==> src/rtl/lim_tmr_pkg.sv <==
`timescale 1ns/1ps
package lim_tmr_pkg;

  // control register field positions
  localparam int unsigned CTRL_IE_BIT   = 0;
  localparam int unsigned CTRL_GATE_BIT = 1;

  typedef struct packed {
    logic gate;  // hold count while core halted
    logic ie;    // interrupt on limit event
  } tmr_ctrl_t;

  // per-timer write strobes from the decoder
  typedef struct packed {
    logic cnt;
    logic ctrl;
    logic lim;
  } tmr_wstb_t;

endpackage

==> src/rtl/lim_tmr_rst_sync.sv <==
`timescale 1ns/1ps
module lim_tmr_rst_sync #(
  parameter int unsigned STAGES = 2
) (
  input  logic clk,
  input  logic rst_n,
  output logic rst_sync_n
);

  logic [STAGES-1:0] sync_q;

  always_ff @(posedge clk or negedge rst_n) begin
    if (!rst_n) sync_q <= '0;
    else        sync_q <= {sync_q[STAGES-2:0], 1'b1};
  end

  assign rst_sync_n = sync_q[STAGES-1];

endmodule

==> src/rtl/lim_tmr_decode.sv <==
`timescale 1ns/1ps
module lim_tmr_decode
  import lim_tmr_pkg::*;
#(
  parameter int unsigned ADDR_W = 12,
  parameter int unsigned CNT_W  = 32,
  parameter int unsigned N_TMR  = 2,
  parameter logic [N_TMR-1:0][ADDR_W-1:0] BASES = '0
) (
  input  logic                              clk,
  input  logic                              rst_n,
  input  logic [ADDR_W-1:0]                 addr,
  input  logic                              we,
  input  logic [N_TMR-1:0][CNT_W-1:0]       cnt_rd,
  input  logic [N_TMR-1:0][CNT_W-1:0]       ctrl_rd,
  input  logic [N_TMR-1:0][CNT_W-1:0]       lim_rd,
  output tmr_wstb_t [N_TMR-1:0]             wstb,
  output logic [CNT_W-1:0]                  rdata
);

  localparam int unsigned N_SEL = 3 * N_TMR;

  logic [N_SEL-1:0] sel_all;

  for (genvar t = 0; t < N_TMR; t++) begin : g_sel
    localparam logic [ADDR_W-1:0] A_CNT  = BASES[t];
    localparam logic [ADDR_W-1:0] A_CTRL = BASES[t] + ADDR_W'(1);
    localparam logic [ADDR_W-1:0] A_LIM  = BASES[t] + ADDR_W'(2);

    assign sel_all[3*t]   = (addr == A_CNT);
    assign sel_all[3*t+1] = (addr == A_CTRL);
    assign sel_all[3*t+2] = (addr == A_LIM);

    assign wstb[t].cnt  = we && sel_all[3*t];
    assign wstb[t].ctrl = we && sel_all[3*t+1];
    assign wstb[t].lim  = we && sel_all[3*t+2];
  end

  always_comb begin
    rdata = '0;
    for (int t = 0; t < N_TMR; t++) begin
      if (sel_all[3*t])   rdata = rdata | cnt_rd[t];
      if (sel_all[3*t+1]) rdata = rdata | ctrl_rd[t];
      if (sel_all[3*t+2]) rdata = rdata | lim_rd[t];
    end
  end


  addr_sel_chk: assert property (@(posedge clk) disable iff (!rst_n)
    $onehot0(sel_all));

endmodule

==> src/rtl/lim_tmr_core.sv <==
`timescale 1ns/1ps
module lim_tmr_core
  import lim_tmr_pkg::*;
#(
  parameter int unsigned CNT_W = 32
) (
  input  logic             clk,
  input  logic             rst_n,
  input  logic             cpu_halted,
  input  tmr_wstb_t        wstb,
  input  logic [CNT_W-1:0] wdata,
  output logic [CNT_W-1:0] cnt_rd,
  output logic [CNT_W-1:0] ctrl_rd,
  output logic [CNT_W-1:0] lim_rd,
  output logic             irq
);

  localparam logic [CNT_W-1:0] ONE = CNT_W'(1);

  logic [CNT_W-1:0] count_q, count_d, limit_q;
  tmr_ctrl_t        ctrl_q, ctrl_d;
  logic             pend_q, pend_d;
  logic             advance, at_limit, hit, ie_eff, count_en;

  // next-state logic
  always_comb begin
    advance  = !(ctrl_q.gate && cpu_halted);
    at_limit = (count_q == limit_q);
    hit      = advance && at_limit && !wstb.cnt;
    count_en = wstb.cnt || advance;

    if (wstb.cnt)     count_d = wdata;
    else if (at_limit) count_d = '0;
    else              count_d = count_q + ONE;

    ctrl_d.ie   = wdata[CTRL_IE_BIT];
    ctrl_d.gate = wdata[CTRL_GATE_BIT];

    ie_eff = wstb.ctrl ? ctrl_d.ie : ctrl_q.ie;
    if (hit && ie_eff) pend_d = 1'b1;
    else if (wstb.ctrl) pend_d = 1'b0;
    else               pend_d = pend_q;
  end

  // registers
  always_ff @(posedge clk or negedge rst_n) begin
    if (!rst_n) begin
      count_q <= '0;
      limit_q <= '0;
      ctrl_q  <= '0;
      pend_q  <= 1'b0;
    end else begin
      if (count_en)  count_q <= count_d;
      if (wstb.lim)  limit_q <= wdata;
      if (wstb.ctrl) ctrl_q  <= ctrl_d;
      pend_q <= pend_d;
    end
  end

  assign cnt_rd  = count_q;
  assign lim_rd  = limit_q;
  assign ctrl_rd = CNT_W'({pend_q, ctrl_q.gate, ctrl_q.ie});
  assign irq     = pend_q;


  step_inc_chk: assert property (@(posedge clk) disable iff (!rst_n)
    (advance && !at_limit && !wstb.cnt) |=> (count_q == $past(count_q) + ONE));


  wrap_zero_chk: assert property (@(posedge clk) disable iff (!rst_n)
    (advance && at_limit && !wstb.cnt) |=> (count_q == '0));


  halt_hold_chk: assert property (@(posedge clk) disable iff (!rst_n)
    (ctrl_q.gate && cpu_halted && !wstb.cnt) |=> $stable(count_q));


  cnt_wr_chk: assert property (@(posedge clk) disable iff (!rst_n)
    wstb.cnt |=> (count_q == $past(wdata)));


  pend_keep_chk: assert property (@(posedge clk) disable iff (!rst_n)
    (pend_q && !wstb.ctrl) |=> pend_q);


  pend_src_chk: assert property (@(posedge clk) disable iff (!rst_n)
    $rose(pend_q) |-> ctrl_q.ie);


  ctrl_hit_chk: assert property (@(posedge clk) disable iff (!rst_n)
    (wstb.ctrl && wdata[CTRL_IE_BIT] && advance && at_limit && !wstb.cnt) |=> pend_q);

endmodule

==> src/rtl/dual_limit_timer.sv <==
`timescale 1ns/1ps
module dual_limit_timer
  import lim_tmr_pkg::*;
#(
  parameter int unsigned      CNT_W   = 32,
  parameter int unsigned      ADDR_W  = 12,
  parameter logic [ADDR_W-1:0] T0_BASE = 12'h021,
  parameter logic [ADDR_W-1:0] T1_BASE = 12'h100
) (
  input  logic              clk,
  input  logic              rst_n,
  input  logic              cpu_halted,
  input  logic [ADDR_W-1:0] reg_addr,
  input  logic              reg_we,
  input  logic [CNT_W-1:0]  reg_wdata,
  output logic [CNT_W-1:0]  reg_rdata,
  output logic [1:0]        tmr_irq
);

  localparam int unsigned N_TMR = 2;
  localparam logic [N_TMR-1:0][ADDR_W-1:0] BASES = {T1_BASE, T0_BASE};

  logic                         rst_int_n;
  tmr_wstb_t [N_TMR-1:0]        wstb;
  logic [N_TMR-1:0][CNT_W-1:0]  cnt_rd, ctrl_rd, lim_rd;

  lim_tmr_rst_sync #(.STAGES(2)) u_rst (
    .clk        (clk),
    .rst_n      (rst_n),
    .rst_sync_n (rst_int_n)
  );

  lim_tmr_decode #(
    .ADDR_W (ADDR_W),
    .CNT_W  (CNT_W),
    .N_TMR  (N_TMR),
    .BASES  (BASES)
  ) u_dec (
    .clk     (clk),
    .rst_n   (rst_int_n),
    .addr    (reg_addr),
    .we      (reg_we),
    .cnt_rd  (cnt_rd),
    .ctrl_rd (ctrl_rd),
    .lim_rd  (lim_rd),
    .wstb    (wstb),
    .rdata   (reg_rdata)
  );

  for (genvar t = 0; t < N_TMR; t++) begin : g_tmr
    lim_tmr_core #(.CNT_W(CNT_W)) u_core (
      .clk        (clk),
      .rst_n      (rst_int_n),
      .cpu_halted (cpu_halted),
      .wstb       (wstb[t]),
      .wdata      (reg_wdata),
      .cnt_rd     (cnt_rd[t]),
      .ctrl_rd    (ctrl_rd[t]),
      .lim_rd     (lim_rd[t]),
      .irq        (tmr_irq[t])
    );
  end

endmodule

==> config.mk <==
export PLATFORM = sky130hd
export DESIGN_NAME = dual_limit_timer
export DESIGN_NICKNAME = d
export VERILOG_FILES = /design/src/rtl/lim_tmr_pkg.sv /design/src/rtl/lim_tmr_rst_sync.sv /design/src/rtl/lim_tmr_decode.sv /design/src/rtl/lim_tmr_core.sv /design/src/rtl/dual_limit_timer.sv
export SDC_FILE = /design/constraint.sdc
export NUM_CORES = 1
export LEC_CHECK = 0
export ABC_AREA = 1
export BUFFER_PORTS_ARGS = -buffer_cell sky130_fd_sc_hd__buf_2
export CAP_MARGIN = 15
export CELL_PAD_IN_SITES_DETAIL_PLACEMENT = 0
export CELL_PAD_IN_SITES_GLOBAL_PLACEMENT = 1
export CORE_UTILIZATION = 35
export DETAILED_ROUTE_END_ITERATION = 7
export HOLD_SLACK_MARGIN = 0.06
export PLACE_DENSITY_LB_ADDON = 0.08
export SETUP_SLACK_MARGIN = 0.05
export SLEW_MARGIN = 25
export SYNTH_ARGS = -nofsm -noshare
export SYNTH_HDL_FRONTEND = slang
export SYNTH_SLANG_ARGS = --single-unit
==> constraint.sdc <==
create_clock -name clk -period 4.7 [get_ports clk]
set_input_delay 0.94 -clock clk [delete_from_list [all_inputs] [get_ports clk]]
set_output_delay 0.94 -clock clk [all_outputs]
set_load 0.02 [all_outputs]
==> out/qor.yml, run 1 <==
route:
  routedWlPerCell_um: 19.2
  finalWirelength_mm: 36.7
  drt_iter0_markers: 834
  ant_nets: 0
  vias_per_cell: 5.00
  vias: 9546
  drc: 0
  drtPass1Iterations: 5
worst_hold_path:
  hp-class: "in -> async"
floorplanning:
  dieArea_um2: 28500
  start_util_pct: 35.9
  rows: 60
  die_h_um: 169
  die_x_um: 169
  io_pins: 82
  core_area_um2: 27100
grt:
  grt_pass1_wl_mm: 56.3
  overflow: 0
  grt-busiest-layer: "met2"
  antenna_found_initial: 0
  grt_use_met3_pct: 3.02
  grt_pass1_vias: 8915
  use_met2_pct: 40.3
  grt_max_degree: 101
  grt_util_met1_pct: 40.1
  track_usage_pct: 26.5
final_layout:
  most-common-layout-cells: "nand2_1 (477), inv_1 (233), dfrtp_1 (135)"
  antenna_cells: 0
  layout.nets: 1573
  final_common_cell: "nand2_1"
  drive_gt1_share_pct: 9.77
  syn_to_final_growth_pct: 13.1
  fillCellCount: 2968
yosys:
  synth_seq_cells: 136
  synth_cell_types: 36
  synth_xor_area_share_pct: 7.11
  synth_cells: 1479
  synth_adder_area_share_pct: 0.257
  synth_top_family_by_area: "simple AND/OR/NAND/NOR gates"
  yosysSeqAreaShare_pct: 35.0
  synthMuxAreaShare_pct: 0.116
  synth_top_area_cell: "dfrtp_1"
  postSynthNetCount: 1529
  syn-cell-area_um2: 9730
  synth_top_area_share_pct: 35.0
  synth_area_per_cell_um2: 6.58
  synth.area.top_cells: "dfrtp_1 (35%), nand2_1 (18%), inv_1 (9.0%)"
  yosys.area_share.simple_pct: 33.6
  synth_compound_area_share_pct: 11.0
  ys_warn_count: 0
run_status:
  status: "complete, no violations"
power:
  p_leak_nw: 5.41
  comb_power_share_pct: 14.4
  power.total_mw: 3.24
  p_int_mw: 2.26
  p_sw_share_pct: 30.3
  p_switching_uw: 981
  peakVddDrop_mv: 0.227
  p_seq_share_pct: 39.5
  powerDensity_nw_per_um2: 294
  p_clk_share_pct: 46.1
timing:
  worstMarginPinSlew_ns: 0.877
  setup-violations-final: 0
  slew_headroom_pct: 41.4
  grt_setup_unrepaired: "false"
  fmax_mhz: 261
  min_period_over_period_pct: 81.4
  final-hold-violation-count: 0
  setup-tns-final_ns: 0
  fin_ws_ns: 0.875
  slew_viol_final: 0
  skew_ns: 0.0121
  min_period_ns: 3.82
clocking:
  htreeDepth: 4
  cts.clk_slew.worst_paths_ns: 0.06
  cts_sinks: 136
  holdBufCountCts: 0
  cts.repair.resized: 0
  root_buffer: "clkbuf_16"
  post_cts_buffers: 0
  cts_tree: "done"
  cts_max_path_buffers: 2
  numCtsBuffers: 17
  clkLatencyLatePin_ns: 0.44
setup_path:
  end_kind: "output port"
  start_kind: "input pin"
  path_max_fanout: 30
  crit_type: "in -> out"
  worstPathRequired_ns: 3.76
  cp.arrival_ns: 2.88
place:
  portBuffers: 81
  gp_congestion: 0.894
  dp_slack_ns: 0.882
  dp_hpwl_mm: 27.7
flow_run:
  drv_cap: 0
sequential cells by signal, indices dropped and copies added, names as in the netlist:
register              cells
g_tmr.u_core.cnt_rd      64
g_tmr.u_core.lim_rd      64
g_tmr.u_core.ctrl_rd      4
g_tmr.u_core.irq          2
u_rst.sync_q              2
cells in the mapped netlist, drive strengths merged:
cell and n:
dfrtp 136, inv 236, clkinv 1, ha 2
nor3 3, nor2 128, conb 1, nand4 79
a21oi 9, nand2 481, nand3 76, o21bai 1
and3 1, and2 1, xor2 27, a31oi 1
nor3b 1, buf 38, o22ai 54, clkbuf 32
o2111ai 23, o21ai 95, mux2 1, xnor2 52
stage by stage:
| stage | area [um^2] | std cells | utilization [%] | hold WS [ns] |
|---|---|---|---|---|
| after floorplan | 9730 | 1479 | - | 0.331 |
| after global placement | 10400 | 1876 | 38.3 | 0.319 |
| final | 11000 | 1908 | 40.6 | 0.285 |
| after CTS | 11000 | 1908 | 40.6 | 0.269 |
| after global routing | 11000 | 1908 | 40.6 | 0.276 |
| after detailed placement | 10400 | 1876 | 38.3 | 0.321 |
per-layer routing:
metal  routed length [um]  vias up  share of wire (%)
met4                  354        0               0.96
met1                18600     4487                 51
met3                 1670       20                4.6
met2                16100      228                 44
met5                    0        -                  0
li1                     -     4811                  -
final cells by class:
class,instances,area (um^2),area share [%]
clock buffers,21,460,4.18
clock inverters,11,171,1.56
inverters,237,890,8.08
multi-input cells,1036,5090,46.2
flip-flops and latches,136,3410,31.0
well taps,372,465,4.23
repair buffers,95,523,4.75
critical path: stages:
cell       delay [ns]
buf_2            0.10
nor2_2           0.14
nand3_1          0.12
nor2_2           0.25
nand2_1          0.24
inv_2            0.53
nand2_1          0.13
o2111ai_1        0.20
buf_2            0.24
power groups by stage:
stage                     Combinational (mW)  Clock [mW]  Sequential, mW
after floorplan                        0.314           0            1.28
after global placement                 0.473           0            1.30
after detailed placement               0.474           0            1.30
after CTS                              0.474        1.52            1.28
after global routing                   0.524        1.56            1.29
final                                  0.467        1.49            1.28
cells by family after synthesis:
kind of cell,count (synthesis)
fa+ha+maj,2
xor+xnor,79
other cells,1
compound gates,183
mux,1
simple gates,770
flops,136
buf+inv,307
worst paths after layout:
| path | startpoint | end | slack, ns | cells after the start |
|---|---|---|---|---|
| min | rst_n | u_rst.sync_q[1] | 0.28 | 1 |
| max | reg_addr[11] | reg_rdata[10] | 0.88 | 9 |
| min in group clk | u_rst.sync_q[0] | u_rst.sync_q[1] | 0.35 | 0 |
| max in group asynchronous | u_rst.sync_q[1] | g_tmr[1].u_core.cnt_rd[17] | 3.44 | 1 |
| min reg2reg | u_rst.sync_q[1] | g_tmr[0].u_core.lim_rd[26] | 0.28 | 0 |
| max reg2reg | g_tmr[1].u_core.cnt_rd[29] | g_tmr[1].u_core.cnt_rd[5] | 2.31 | 11 |
Power figures use the tool's default switching activity.
==> inputs of run 2 (changes only) <==
clock period = 3.41 ns   (was 4.7 ns; I/O delays follow)
==> out/qor.yml, run 2 (synthesis gave the netlist of run 1 again) <==
power:
  powerDensity_nw_per_um2: 397  # +35%
  p_leak_nw: 5.45  # +0.73%
  peakVddDrop_mv: 0.324  # +42%
grt:
  grt_max_degree: 71  # -30%
  track_usage_pct: 26.2  # -0.27 points
  antenna_found_initial: 1  # +1
  grt-busiest-layer: "met2"
  overflow: 0  # unchanged
  grt_pass1_wl_mm: 55.9  # -0.61%
  grt_pass1_vias: 9210  # +3.3%
  grt_use_met3_pct: 3.16  # +0.14 points
  use_met2_pct: 40.2  # -0.11 points
  grt_util_met1_pct: 38.4  # -1.7 points
timing:
  grt_setup_unrepaired: "false"
  slew_headroom_pct: 48.3  # +6.9 points
  setup-tns-final_ns: 0  # unchanged
  worstMarginPinSlew_ns: 0.776  # -0.101 ns
  whs_ns: 0.353  # +0.0682 ns
  min_period_ns: 3.19
  fmax_mhz: 313
  final-hold-violation-count: 0  # unchanged
  slew_viol_final: 0  # unchanged
  fin_ws_ns: 0.217  # -0.658 ns
  min_period_over_period_pct: 93.6
  skew_ns: 0.0136  # +0.00147 ns
  setup-violations-final: 0  # unchanged
floorplanning:
  io_pins: 82  # unchanged
  core_area_um2: 27100  # unchanged
  rows: 60  # unchanged
  dieArea_um2: 28500  # unchanged
  start_util_pct: 35.9  # unchanged
  die_x_um: 169  # unchanged
  die_h_um: 169  # unchanged
clocking:
  cts_sinks: 136  # unchanged
  root_buffer: "clkbuf_16"
  clkLatencyLatePin_ns: 0.44  # about the same
  cts_max_path_buffers: 2  # unchanged
  numCtsBuffers: 17  # unchanged
  htreeDepth: 4  # unchanged
  post_cts_buffers: 0  # unchanged
  cts_tree: "done"
  cts.clk_slew.worst_paths_ns: 0.06  # about the same
setup_path:
  cp.arrival_ns: 2.51  # -0.37 ns
  path_max_fanout: 22  # -27%
  start_kind: "input pin"
  reg2regPathDepth: 11  # unchanged
  reg2reg_to: "g_tmr[1].u_core.cnt_rd[2]"
  worstPathRequired_ns: 2.73  # -1.03 ns
  end_kind: "output port"
  reg2reg_slack_ns: 1.18  # -1.13 ns
  reg2reg_from: "g_tmr[1].u_core.cnt_rd[21]"
  crit_type: "in -> out"
place:
  portBuffers: 81  # unchanged
  dp_slack_ns: 0.195  # -0.687 ns
  gp_congestion: 0.926  # +3.5%
  place_area_um2: 10400  # +0.77%
  dp_hpwl_mm: 27.6  # -0.32%
worst_hold_path:
  hp-class: "reg -> reg"
  whs_path_depth: 0
  hold_start: "u_rst.sync_q[0]"
  min_to: "u_rst.sync_q[1]"
route:
  finalWirelength_mm: 36.0  # -1.9%
  ant_nets: 0  # unchanged
  drc: 0  # unchanged
  vias_per_cell: 5.06  # +1.2%
  vias: 9708  # +1.7%
  drtPass1Iterations: 5  # unchanged
  routedWlPerCell_um: 18.8  # -2.4%
  drt_iter0_markers: 909  # +9.0%
final_layout:
  final_common_cell: "nand2_1"
  most-common-layout-cells: "nand2_1 (477), inv_1 (233), dfrtp_1 (135)"
  design_area_um2: 11100  # +0.56%
  antenna_cells: 0  # unchanged
  drive_gt1_share_pct: 10.3  # +0.52 points
  layout.nets: 1583  # +0.64%
  fillCellCount: 2933  # -1.2%
  syn_to_final_growth_pct: 13.7
flow_run:
  drv_cap: 0  # unchanged
run_status:
  status: "complete, no violations"
-- run 2: changes by cell type in the layout (fill, tap and decap cells not counted) --
cell,change
o21ai_1,+1
o21ai_0,-1
buf_12,+1
bufinv_16,-1
dlygate4sd3_1,+1
nand2_4,-1
nand2_2,+1
clkinvlp_4,-1
clkinv_2,+1
buf_4,+8
clkinv_4,+1
-- run 2: how the worst max path moves through the flow --
stage                      start            end  slack [ns]
floorplan            reg_addr[7]  reg_rdata[12]        0.74
global placement    reg_addr[11]  reg_rdata[10]        0.24
detailed placement  reg_addr[11]  reg_rdata[10]        0.19
CTS                 reg_addr[11]  reg_rdata[10]        0.20
global route        reg_addr[11]   reg_rdata[5]        0.05
finish              reg_addr[11]  reg_rdata[10]        0.22
-- run 2: layer usage --
metal	up-vias	wire length, um
li1	4813	-
met1	4596	17500
met2	264	15900
met3	35	1870
met4	0	699
met5	-	0
-- run 2: worst max-delay path, cell delays in order --
cell,delay (ns)
buf_2,0.10
nor2_2,0.13
nand3_1,0.12
nor2_2,0.21
nand2_1,0.24
inv_2,0.39
buf_4,0.23
nand2_1,0.06
o2111ai_1,0.13
buf_2,0.21
-- run 2: area by class of cell --
| cell class | instances | area [um^2] | share of cell area, % |
|---|---|---|---|
| Timing Repair Buffer | 105 | 613 | 5.54 |
| Clock buffer | 21 | 460 | 4.16 |
| Multi-Input combinational cell | 1036 | 5080 | 45.9 |
| Clock inverter | 11 | 148 | 1.33 |
| Sequential cell | 136 | 3410 | 30.8 |
| Tap cell | 372 | 465 | 4.21 |
| Inverter | 237 | 890 | 8.04 |
-- run 2: what timing repair did --
action / in CTS / in global routing
gates resized for setup: 0 / 1
hold buffers: 1 / 0
endpoints found under the setup margin: 0 / 1
hold endpoints to repair: 2 / 0
-- run 2: metrics by stage --
step                instances  util (%)  total power, mW
floorplan                1479         -             2.19
global placement         1885      38.6             2.44
detailed placement       1885      38.6             2.44
CTS                      1918      40.8             4.43
global route             1918      40.8             4.55
finish                   1918      40.8             4.39
-- run 2: power by group --
part           switching, mW  internal, mW
combinational          0.444         0.188
clock                  0.799          1.19
sequential             0.103          1.66
total                   1.35          3.04
==> inputs of run 3 (changes only) <==
GPL_TIMING_DRIVEN = 0   (was unset)
MAX_ROUTING_LAYER = met4   (was unset)
==> out/qor.yml, run 3 (synthesis gave the netlist of run 1 again) <==
run_status:
  status: "complete, no violations"
timing:
  setup-tns-final_ns: 0  # unchanged
  worstMarginPinSlew_ns: 0.701  # -0.0745 ns
  final-hold-violation-count: 0  # unchanged
  slew_headroom_pct: 53.2  # +5.0 points
  fin_ws_ns: 0.147  # -0.0700 ns
  skew_ns: 0.0116  # -0.00193 ns
  slew_viol_final: 0  # unchanged
  min_period_over_period_pct: 95.7  # +2.1 points
  min_period_ns: 3.26  # +0.0700 ns
  grt_setup_unrepaired: "false"
  fmax_mhz: 306  # -2.1%
  setup-violations-final: 0  # unchanged
grt:
  grt_max_degree: 50  # -30%
  use_met2_pct: 42.5  # +2.4 points
  grt_use_met3_pct: 2.99  # -0.16 points
  overflow: 0  # unchanged
  grt_pass1_vias: 9260  # +0.54%
  grt_util_met1_pct: 38.6  # +0.21 points
  grt-busiest-layer: "met2"
  grt_pass1_wl_mm: 57.2  # +2.3%
  track_usage_pct: 28.1  # +1.9 points
  antenna_found_initial: 0  # -1
place:
  portBuffers: 80  # -1.2%
  placed_cells: 1934  # +2.6%
  dp_hpwl_mm: 30.2  # +9.6%
  dp_slack_ns: -0.0350  # -0.230 ns
  gp_congestion: 0.941  # +1.6%
setup_path:
  reg2reg_from: "g_tmr[0].u_core.cnt_rd[1]"
  reg2reg_to: "g_tmr[0].u_core.cnt_rd[25]"
  crit_type: "in -> out"
  start_kind: "input pin"
  end_kind: "output port"
  path_max_fanout: 10  # -55%
  critical-path-top-delay-family: "buffers and inverters"
  cp_num_buf_inv: 4  # unchanged
  cp.arrival_ns: 2.58  # +0.07 ns
  reg2reg_slack_ns: 1.42  # +0.24 ns
  slowest_delay_ns: 0.33  # -0.06 ns
  cp_common_cell: "buf_2"
  slowest_stage: "o2111ai_1"
  reg2regPathDepth: 9  # -2
  worstPathCellList: "buf_2 > nor2_2 > nand3_1 > nor2_1 > nand2_1 > clkbuf_1 > buf_2 > o2111ai_1 > buf_2"
  worstPathRequired_ns: 2.73  # about the same
power:
  power.total_mw: 4.45  # +1.4%
  comb_power_share_pct: 16.0  # +1.6 points
  peakVddDrop_mv: 0.317  # -2.1%
  p_leak_nw: 5.57  # +2.2%
  p_sw_share_pct: 30.7  # +0.037 points
  p_switching_mw: 1.37  # +1.5%
  p_seq_share_pct: 38.9  # -1.4 points
  p_int_mw: 3.08  # +1.3%
  p_clk_share_pct: 45.1  # -0.2 points
  powerDensity_nw_per_um2: 394  # -0.71%
final_layout:
  most-common-layout-cells: "nand2_1 (475), inv_1 (233), dfrtp_1 (135)"
  layout.nets: 1632  # +3.1%
  syn_to_final_growth_pct: 16.2
  stdcell_count: 1965  # +2.5%
  drive_gt1_share_pct: 11.6  # +1.3 points
  final_common_cell: "nand2_1"
  antenna_cells: 0  # unchanged
  final_util_pct: 41.7  # +0.86 points
route:
  vias_per_cell: 4.99  # -1.5%
  drt_iter0_markers: 884  # -2.8%
  vias: 9797  # +0.92%
  ant_nets: 0  # unchanged
  drtPass1Iterations: 5  # unchanged
  drc: 0  # unchanged
  finalWirelength_mm: 37.9  # +5.4%
  routedWlPerCell_um: 19.3  # +2.9%
floorplanning:
  die_h_um: 169  # unchanged
  dieArea_um2: 28500  # unchanged
  io_pins: 82  # unchanged
  die_x_um: 169  # unchanged
  core_area_um2: 27100  # unchanged
  rows: 60  # unchanged
  start_util_pct: 35.9  # unchanged
clocking:
  htreeDepth: 4  # unchanged
  cts_tree: "done"
  cts.clk_slew.worst_paths_ns: 0.07  # about the same
  clkLatencyLatePin_ns: 0.44  # about the same
  cts_max_path_buffers: 2  # unchanged
  numCtsBuffers: 17  # unchanged
  cts_sinks: 136  # unchanged
  root_buffer: "clkbuf_16"
worst_hold_path:
  hp-class: "reg -> async"
flow_run:
  drv_cap: 0  # unchanged
[run 3: changes by cell type in the layout (fill, tap and decap cells not counted), sizes merged]
cell	delta
clkinvlp	+1
clkinv	-3
inv	+1
buf	+17
clkbuf	+31
[run 3: metrics by stage]
| stage | instance area [um^2] | hold WS [ns] |
|---|---|---|
| after detailed placement | 10700 | 0.218 |
| after global routing | 11300 | 0.238 |
| after floorplan | 9730 | 0.331 |
| after global placement | 10600 | 0.335 |
| after CTS | 11300 | 0.223 |
| final | 11300 | 0.210 |
[run 3: repair_timing]
item | 4_1_cts | 5_1_grt
endpoints found under the hold margin | 2 | 0
resized for setup | 2 | 3
setup buffers | 0 | 0
hold buffers | 1 | 0
cloned | 0 | 0
endpoints found under the setup margin | 2 | 5
[run 3: power groups by stage]
| stage | clock [mW] | combinational (mW) | sequential (mW) |
|---|---|---|---|
| 6_report | 2.01 | 0.713 | 1.73 |
| 5_1_grt | 2.09 | 0.792 | 1.74 |
| 4_1_cts | 2.03 | 0.723 | 1.73 |
| 3_5_place_dp | 0 | 0.720 | 1.76 |
| 3_3_place_gp | 0 | 0.672 | 1.79 |
| 2_1_floorplan | 0 | 0.433 | 1.76 |
[run 3: cell type report]
class	count	area, um^2
multi-input combinational	1036	5080
timing repair buffer	84	485
clock buffer	20	467
fill	2926	15800
tap	372	465
buffer	70	358
inverter	237	890
sequential	136	3410
clock inverter	10	145
[run 3: how the worst max path moves through the flow]
stage / start / to / slack (ns) / depth (start not counted)
final: reg_addr[7] / reg_rdata[20] / 0.15 / 9
after global routing: reg_addr[7] / reg_rdata[20] / 0.05 / 9
after CTS: reg_addr[11] / reg_rdata[19] / 0.08 / 10
after detailed placement: reg_addr[11] / reg_rdata[19] / -0.03 / 10
after global placement: u_rst.sync_q[1] / g_tmr[1].u_core.cnt_rd[0] / -0.07 / 0
after floorplan: reg_addr[7] / reg_rdata[12] / 0.74 / 7
[run 3: worst register-to-register path: stages, from the launching register on]
cell and delay, ns:
dfrtp_1 0.50, nand3_1 0.23, nor2_1 0.40, nand2_1 0.29, inv_1 0.14, nand3_1 0.08
nand2_1 0.08, inv_1 0.04, nand4_1 0.07, nand2_1 0.07
[run 3: layer usage]
| metal | vias to the layer above | share of wire, % | wire length (um) |
|---|---|---|---|
| li1 | 4921 | - | - |
| met1 | 4584 | 48 | 18300 |
| met2 | 240 | 44 | 16900 |
| met3 | 52 | 4.0 | 1510 |
| met4 | 0 | 3.3 | 1240 |
| met5 | - | 0 | 0 |
